### config.mk
export PLATFORM = sky130hd
export DESIGN_NAME = flag_alu
export DESIGN_NICKNAME = d
export VERILOG_FILES = /design/src/rtl/flag_alu.sv
export SDC_FILE = /design/constraint.sdc
export NUM_CORES = 1
export LEC_CHECK = 0
export BUFFER_PORTS_ARGS = -buffer_cell sky130_fd_sc_hd__buf_2
export CORE_MARGIN = 4
export CORE_UTILIZATION = 50
export CTS_BUF_LIST = sky130_fd_sc_hd__clkbuf_2
export DETAILED_ROUTE_END_ITERATION = 10
export PLACE_DENSITY_LB_ADDON = 0.05
export RECOVER_POWER = 50
export SYNTH_ARGS = -nofsm -noshare
export SYNTH_HDL_FRONTEND = slang
export SYNTH_SLANG_ARGS = --single-unit
### constraint.sdc
create_clock -name clk -period 5 [get_ports clk]
set_input_delay 0.5 -clock clk [delete_from_list [all_inputs] [get_ports clk]]
set_output_delay 0.5 -clock clk [all_outputs]
set_load 0.05 [all_outputs]
### src/rtl/flag_alu.sv
module flag_alu #(
  parameter int W = 16
) (
  input  logic         clk,
  input  logic         rst_n,
  input  logic         en,
  input  logic [4:0]   op,
  input  logic [W-1:0] opa,
  input  logic [W-1:0] opb,
  output logic [W-1:0] res,
  output logic         res_we,
  output logic         cf,
  output logic         zf,
  output logic         lf,
  output logic         gf
);

  localparam logic [4:0] OP_MOV = 5'h01, OP_AND = 5'h02, OP_OR  = 5'h03,
                         OP_NOT = 5'h04, OP_XOR = 5'h05, OP_ADD = 5'h06,
                         OP_SUB = 5'h07, OP_INC = 5'h08, OP_DEC = 5'h09,
                         OP_SHL = 5'h0A, OP_SHR = 5'h0B, OP_ROL = 5'h0C,
                         OP_ROR = 5'h0D, OP_CMP = 5'h0E, OP_ADC = 5'h13,
                         OP_SBB = 5'h14, OP_NEG = 5'h15, OP_ASL = 5'h16,
                         OP_ASR = 5'h17;

  logic [W:0]   ea, eb, ec;
  logic [W-1:0] r;
  logic         c_n, has_res, is_cmp;

  assign ea     = {1'b0, opa};
  assign eb     = {1'b0, opb};
  assign ec     = (W+1)'(cf);
  assign is_cmp = (op == OP_CMP);
  assign res    = r;
  assign res_we = en && has_res;

  always_comb begin
    r       = '0;
    c_n     = cf;
    has_res = 1'b1;
    case (op)
      OP_MOV: r = opb;
      OP_AND: r = opa & opb;
      OP_OR:  r = opa | opb;
      OP_NOT: r = ~opa;
      OP_XOR: r = opa ^ opb;
      OP_ADD: {c_n, r} = ea + eb;
      OP_ADC: {c_n, r} = ea + eb + ec;
      OP_SUB: {c_n, r} = ea - eb;
      OP_SBB: {c_n, r} = ea - eb - ec;
      OP_INC: {c_n, r} = ea + (W+1)'(1);
      OP_DEC: {c_n, r} = ea - (W+1)'(1);
      OP_NEG: {c_n, r} = (W+1)'(0) - ea;
      OP_SHL: begin r = {opa[W-2:0], 1'b0};          c_n = opa[W-1]; end
      OP_SHR: begin r = {1'b0, opa[W-1:1]};          c_n = opa[0];   end
      OP_ROL: begin r = {opa[W-2:0], cf};            c_n = opa[W-1]; end
      OP_ROR: begin r = {cf, opa[W-1:1]};            c_n = opa[0];   end
      OP_ASL: begin r = {opa[W-1], opa[W-3:0], 1'b0}; c_n = opa[W-1]; end
      OP_ASR: begin r = {opa[W-1], opa[W-1:1]};      c_n = opa[0];   end
      default: has_res = 1'b0;
    endcase
  end

  always_ff @(posedge clk) begin
    if (!rst_n) begin
      cf <= 1'b0;
      zf <= 1'b0;
      lf <= 1'b0;
      gf <= 1'b0;
    end else if (en) begin
      if (is_cmp) begin
        zf <= (opa == opb);
        lf <= (opa < opb);
        gf <= (opa > opb);
      end else if (has_res) begin
        zf <= (r == '0);
        cf <= c_n;
      end
    end
  end

  AST_HOLD_DISABLED: assert property (@(posedge clk) disable iff (!rst_n)
    !en |=> $stable({cf, zf, lf, gf}));
  AST_NO_WE_DISABLED: assert property (@(posedge clk) disable iff (!rst_n)
    !en |-> !res_we);
  AST_CMP_NO_WRITE: assert property (@(posedge clk) disable iff (!rst_n)
    op == OP_CMP |-> !res_we);
  AST_CMP_ONE_FLAG: assert property (@(posedge clk) disable iff (!rst_n)
    en && op == OP_CMP |=> $countones({zf, lf, gf}) == 1);
  AST_CMP_CARRY_HOLD: assert property (@(posedge clk) disable iff (!rst_n)
    en && op == OP_CMP |=> $stable(cf));
  AST_LOGIC_CARRY: assert property (@(posedge clk) disable iff (!rst_n)
    en && op >= OP_MOV && op <= OP_XOR |=> $stable(cf));
  AST_LG_ONLY_CMP: assert property (@(posedge clk) disable iff (!rst_n)
    op != OP_CMP |=> $stable({lf, gf}));
  AST_ZERO_FOLLOWS: assert property (@(posedge clk) disable iff (!rst_n)
    res_we |=> zf == ($past(res) == '0));
  AST_IDLE_HOLD: assert property (@(posedge clk) disable iff (!rst_n)
    !res_we && op != OP_CMP |=> $stable({cf, zf, lf, gf}));
  AST_SHL_CARRY: assert property (@(posedge clk) disable iff (!rst_n)
    en && op == OP_SHL |=> cf == $past(opa[W-1]));
  AST_SHR_CARRY: assert property (@(posedge clk) disable iff (!rst_n)
    en && op == OP_SHR |=> cf == $past(opa[0]));
  AST_ROR_FILL: assert property (@(posedge clk) disable iff (!rst_n)
    op == OP_ROR |-> res[W-1] == cf);
  AST_ROL_FILL: assert property (@(posedge clk) disable iff (!rst_n)
    op == OP_ROL |-> res[0] == cf);

endmodule

# Word level (Yosys, flattened, before mapping)

Index checks and enable logic that the tools add are counted.

Logic and storage cells: 53
Register bits after elaboration: 4

Add/subtract/negate cells: 7
$lt $le $gt $ge: 2
Bitwise logic cells: 5
Reductions and logical operators: 10
Multiplexer cells: 5
Equal/unequal tests: 20

Operators by type and width:

| cell                                                                  | number |
|---|---|
| 16-bit case mux with 18 select lines                                  | 1 |
| 5-bit by 4-bit == test with 1-bit output (second input constant)      | 7 |
| 5-bit == test (second input constant)                                 | 5 |
| 5-bit by 3-bit == test with 1-bit output (second input constant)      | 4 |
| 18-bit OR reduction                                                   | 1 |
| 16-bit by 1-bit adder with 17-bit output (second input constant)      | 1 |
| 16-bit by 16-bit adder with 17-bit output                             | 1 |
| 17-bit by 1-bit adder with 17-bit output                              | 1 |
| 1-bit by 16-bit subtractor with 17-bit output (first input constant)  | 1 |
| 16-bit by 1-bit subtractor with 17-bit output (second input constant) | 1 |
| 16-bit by 16-bit subtractor with 17-bit output                        | 1 |
| 17-bit by 1-bit subtractor with 17-bit output                         | 1 |
| 16-bit AND                                                            | 1 |
| 16-bit == test                                                        | 1 |
| 16-bit > comparator                                                   | 1 |
| 16-bit logical NOT                                                    | 1 |
| 16-bit < comparator                                                   | 1 |
| 16-bit inverter                                                       | 1 |
| 16-bit OR                                                             | 1 |
| 16-bit bitwise XOR                                                    | 1 |
| 5-bit by 2-bit == test with 1-bit output (second input constant)      | 2 |
| 1-bit case mux with 9 select lines                                    | 1 |
| 9-bit nonzero test                                                    | 1 |
| 3-bit OR reduction                                                    | 2 |
| 7 further kinds                                                       | 10 |

# Depth between registers and ports, before layout

Word-level depth: 6
Depth in mapped cells: 15
Gate-level depth less buffers: 15

# Worst setup path after synthesis

OpenSTA, ideal clock, no wires.

Kind: input to output
Start point: input opa[0]
End point: output res[11]
Stages: 10
Required time: 4.500 ns
Arrival: 4.080 ns
Slack: 0.420 ns
Path buffers: 0
Cells stage by stage: ha_1 > fa_1 > a211oi_1 > nor3b_1 > or4_1 > nor3_1 > and3_1 > nand2_1 > xor2_1 > o21ai_0

Longest elaborated chain between the ends: 3

Ends and longest elaborated chain:

| what                                                                                                               | RTL line | text |
|---|---|---|
| from (decl)                                                                                                        | 8        | `input logic [W-1:0] opa,` |
| 16-bit by 16-bit subtractor with 17-bit output / 16-bit by 16-bit adder with 17-bit output (equally long branches) | n/a      |  |
| 17-bit by 1-bit subtractor with 17-bit output / 17-bit by 1-bit adder with 17-bit output (equally long branches)   | 50, 48   |  |
| 16-bit case mux with 18 select lines *                                                                             | 41       | `case (op)` |
| to (decl)                                                                                                          | 10       | `output logic [W-1:0] res,` |

Every way passes the cells marked *; elsewhere a longest branch is shown, timed or not.

# Worst setup path in the final report

Start point: input opa[0]
End point: register zf

Longest elaborated chain between the ends: 6

Ends and longest elaborated chain:

| what                                                                                                               | RTL line | text |
|---|---|---|
| 16-bit by 16-bit subtractor with 17-bit output / 16-bit by 16-bit adder with 17-bit output (equally long branches) | n/a      |  |
| 17-bit by 1-bit subtractor with 17-bit output / 17-bit by 1-bit adder with 17-bit output (equally long branches)   | 50, 48   |  |
| 16-bit case mux with 18 select lines                                                                               | 41       |  |
| 16-bit logical NOT                                                                                                 | 76       | `zf <= (r == '0);` |
| 1-bit two-way mux                                                                                                  | 75       | `end else if (has_res) begin` |
| 1-bit two-way mux *                                                                                                | 71       | `if (is_cmp) begin` |
| to (signal assigned)                                                                                               | 72       | `zf <= (opa == opb);` |
| to (signal assigned)                                                                                               | 76       |  |
| to (decl)                                                                                                          | 13       | `output logic zf,` |

Every way passes the cells marked *; elsewhere a longest branch is shown, timed or not. The select of a mux whose other input is x is not followed.
A chain may end at the register's enable or synchronous reset.

==> reports/metrics.cfg <==
[outcome]
status=completed

[detailed_routing]
ant_nets=0
via_count=6639
wl_mm=22.4
viasPerCell=6.97
wl_met3_mm=2.49
highest_layer=met4
drt_first_pass_iters=6
route.met2.wl_mm=9.66
wl_per_cell_um=23.6
drt_first_iter_violations=891
drc_errors=0
wl_met1_mm=9.13

[final_layout]
syn2layout_area_growth_pct=7.95
drive_gt1_frac=0.135
final_cell_mix=62 x nor2_1, 62 x nand2_1, 54 x ha_1
n_antenna_cell=0
fin_util=0.555
final_nets=914

[cts]
cts_buffer_depth=2
post_cts_buffers=0
cts.sinks=4
clk_root_buffer_cell=clkbuf_2
cts_tree=built
clk_latency_ns=0.20
cts_buffers=3
cts_htree_levels=1
path_clk_slew_ns=0.05

[critical_path]
crit_required_ns=5.08
reg2reg_depth=12
arrival_ns=4.95
end_kind=register
crit_path_start_kind=input port
cp-startpoint=opa[0]
rr_startpoint=cf$_SDFFE_PN0P_
criticalPathCategory=in -> reg
critPathMaxFanout=10

[power]
p_leak_uw=0.00236
ir_drop_mv=0.0792
powerDensity_nw_per_um2=137

[timing]
fin_skew_ns=0.0000103
max_freq_ghz=0.205
grt_setup_unrepaired=false
tightest_slew_ns=1.29
period_needed_ns=4.87
fin_setup_tns_ns=0
period_share=0.974
setup_viol=0
slew_violations=0
relSlewSlack=0.133
hold_viol=0

[yosys]
ys_ff_latch=4
yosysUniqueCellTypes=92
syn_area_per_cell_sq_um=6.82
syn_nets=878
netlist_instances=782
synth-warning-count=0
ys_async_sr_fraction=0
ys_seq_area_frac=0.0150
syn_area_sq_um=5330
synth_edf_count=0
ys.flop_type=dfxtp_1

[floorplan]
io_pins=61
fp.dieW_um=111
dieArea_sq_um=12400
core_area_sq_um=10400
fp.dieH_um=111
start_util=0.514
row_count=37

[global_routing]
grt_pass1_vias=6148
overflow=0
grt_util_all_layers=0.341
antenna_found_initial=0
grt_pass1_wl_mm=34.4
grt_max_degree=45

[place]
place.gp.congestion=0.987
numPortBuffers=60
hpwlAfterDp_mm=17.3

[worst_hold_path]
holdPathStages=2
min_path_type=reg -> reg
hp-start=gf$_SDFFE_PN0P_

[flow_run]
drv_cap=0

-- cell usage after synthesis (10+ instances only) --
cell | count | share of area
nand2_1 | 62 | 0.044
nor2_1 | 62 | 0.044
ha_1 | 54 | 0.13
inv_1 | 49 | 0.034
a21oi_1 | 46 | 0.043
xnor2_1 | 42 | 0.069
o21ai_0 | 35 | 0.033
nand3_1 | 30 | 0.028
clkbuf_1 | 28 | 0.020
nor3_1 | 26 | 0.024
o211ai_1 | 21 | 0.030
xor2_1 | 21 | 0.034
buf_2 | 18 | 0.017
nand4_1 | 15 | 0.018
nor4_1 | 14 | 0.016
a22oi_1 | 12 | 0.017
and3_1 | 12 | 0.014
mux2i_1 | 12 | 0.023
nor3b_1 | 12 | 0.017
a31oi_1 | 11 | 0.013
or3_1 | 11 | 0.013
a221oi_1 | 10 | 0.016
and2_1 | 10 | 0.012
-- logic make-up after synthesis --
group	synth area share
flip-flops	0.0150
XOR/XNOR	0.110
multiplexers	0.0267
buffers and inverters	0.0788
adder cells (fa/ha/maj)	0.134
AO/OA/AOI/OAI	0.313
AND/OR/NAND/NOR	0.323
-- where the power goes --
part / switching [uW] / internal [uW]
sequential: 1.11 / 32.7
combinational: 482 / 241
clock: 13.3 / 16.1
-- sequential cells by signal (all words and copies together) (netlist names) --
name and flops:
cf 1, gf 1, lf 1, zf 1
-- layer usage --
metal,vias up,GRT usage
met1,3081,0.473
met5,-,0
met4,0,0.141
li1,3015,-
met2,448,0.527
met3,95,0.0491
-- final timing paths --
path	end	slack, ns
worst max-delay path	zf$_SDFFE_PN0P_	0.13
worst min-delay path	gf$_SDFFE_PN0P_	0.49
worst max register to register	zf$_SDFFE_PN0P_	0.85
worst min register to register	gf$_SDFFE_PN0P_	0.49
-- final cells by class --
cell class	count	area, sq um
flip-flops and latches	4	80.1
fillers	1107	4610
well taps	136	170
clock buffers	3	15.0
repair buffers	83	462
multi-input cells	676	4840
inverters	50	188
-- through the flow --
stage | setup WS (ns) | instance area [sq um] | hold WS [ns] | total power, uW | cells
floorplan | 0.420 | 5330 | 0.609 | 546 | 782
global placement | 0.0972 | 5740 | 0.476 | 731 | 949
detailed placement | 0.0524 | 5740 | 0.483 | 737 | 949
CTS | 0.241 | 5760 | 0.490 | 771 | 952
global route | 0.0146 | 5760 | 0.515 | 843 | 952
finish | 0.132 | 5760 | 0.494 | 787 | 952
-- worst max-delay path: stages --
cell and delay [ns]:
buf_2 0.20, inv_1 0.13, ha_1 0.24, fa_1 0.60
ha_1 0.27, nand2_1 0.07, or4_1 0.39, and3_1 0.20
xor2_1 0.15, o22ai_1 0.09, or4_1 0.46, or3_1 0.45
nor4_1 0.44, nand4bb_1 0.31, o41ai_2 0.43
-- what timing repair did --
action                     in CTS  in global routing
hold buffers                    0                  0
setup endpoints to repair       0                  2
gates resized for setup         0                  2
(Power assumes the default switching activity.)
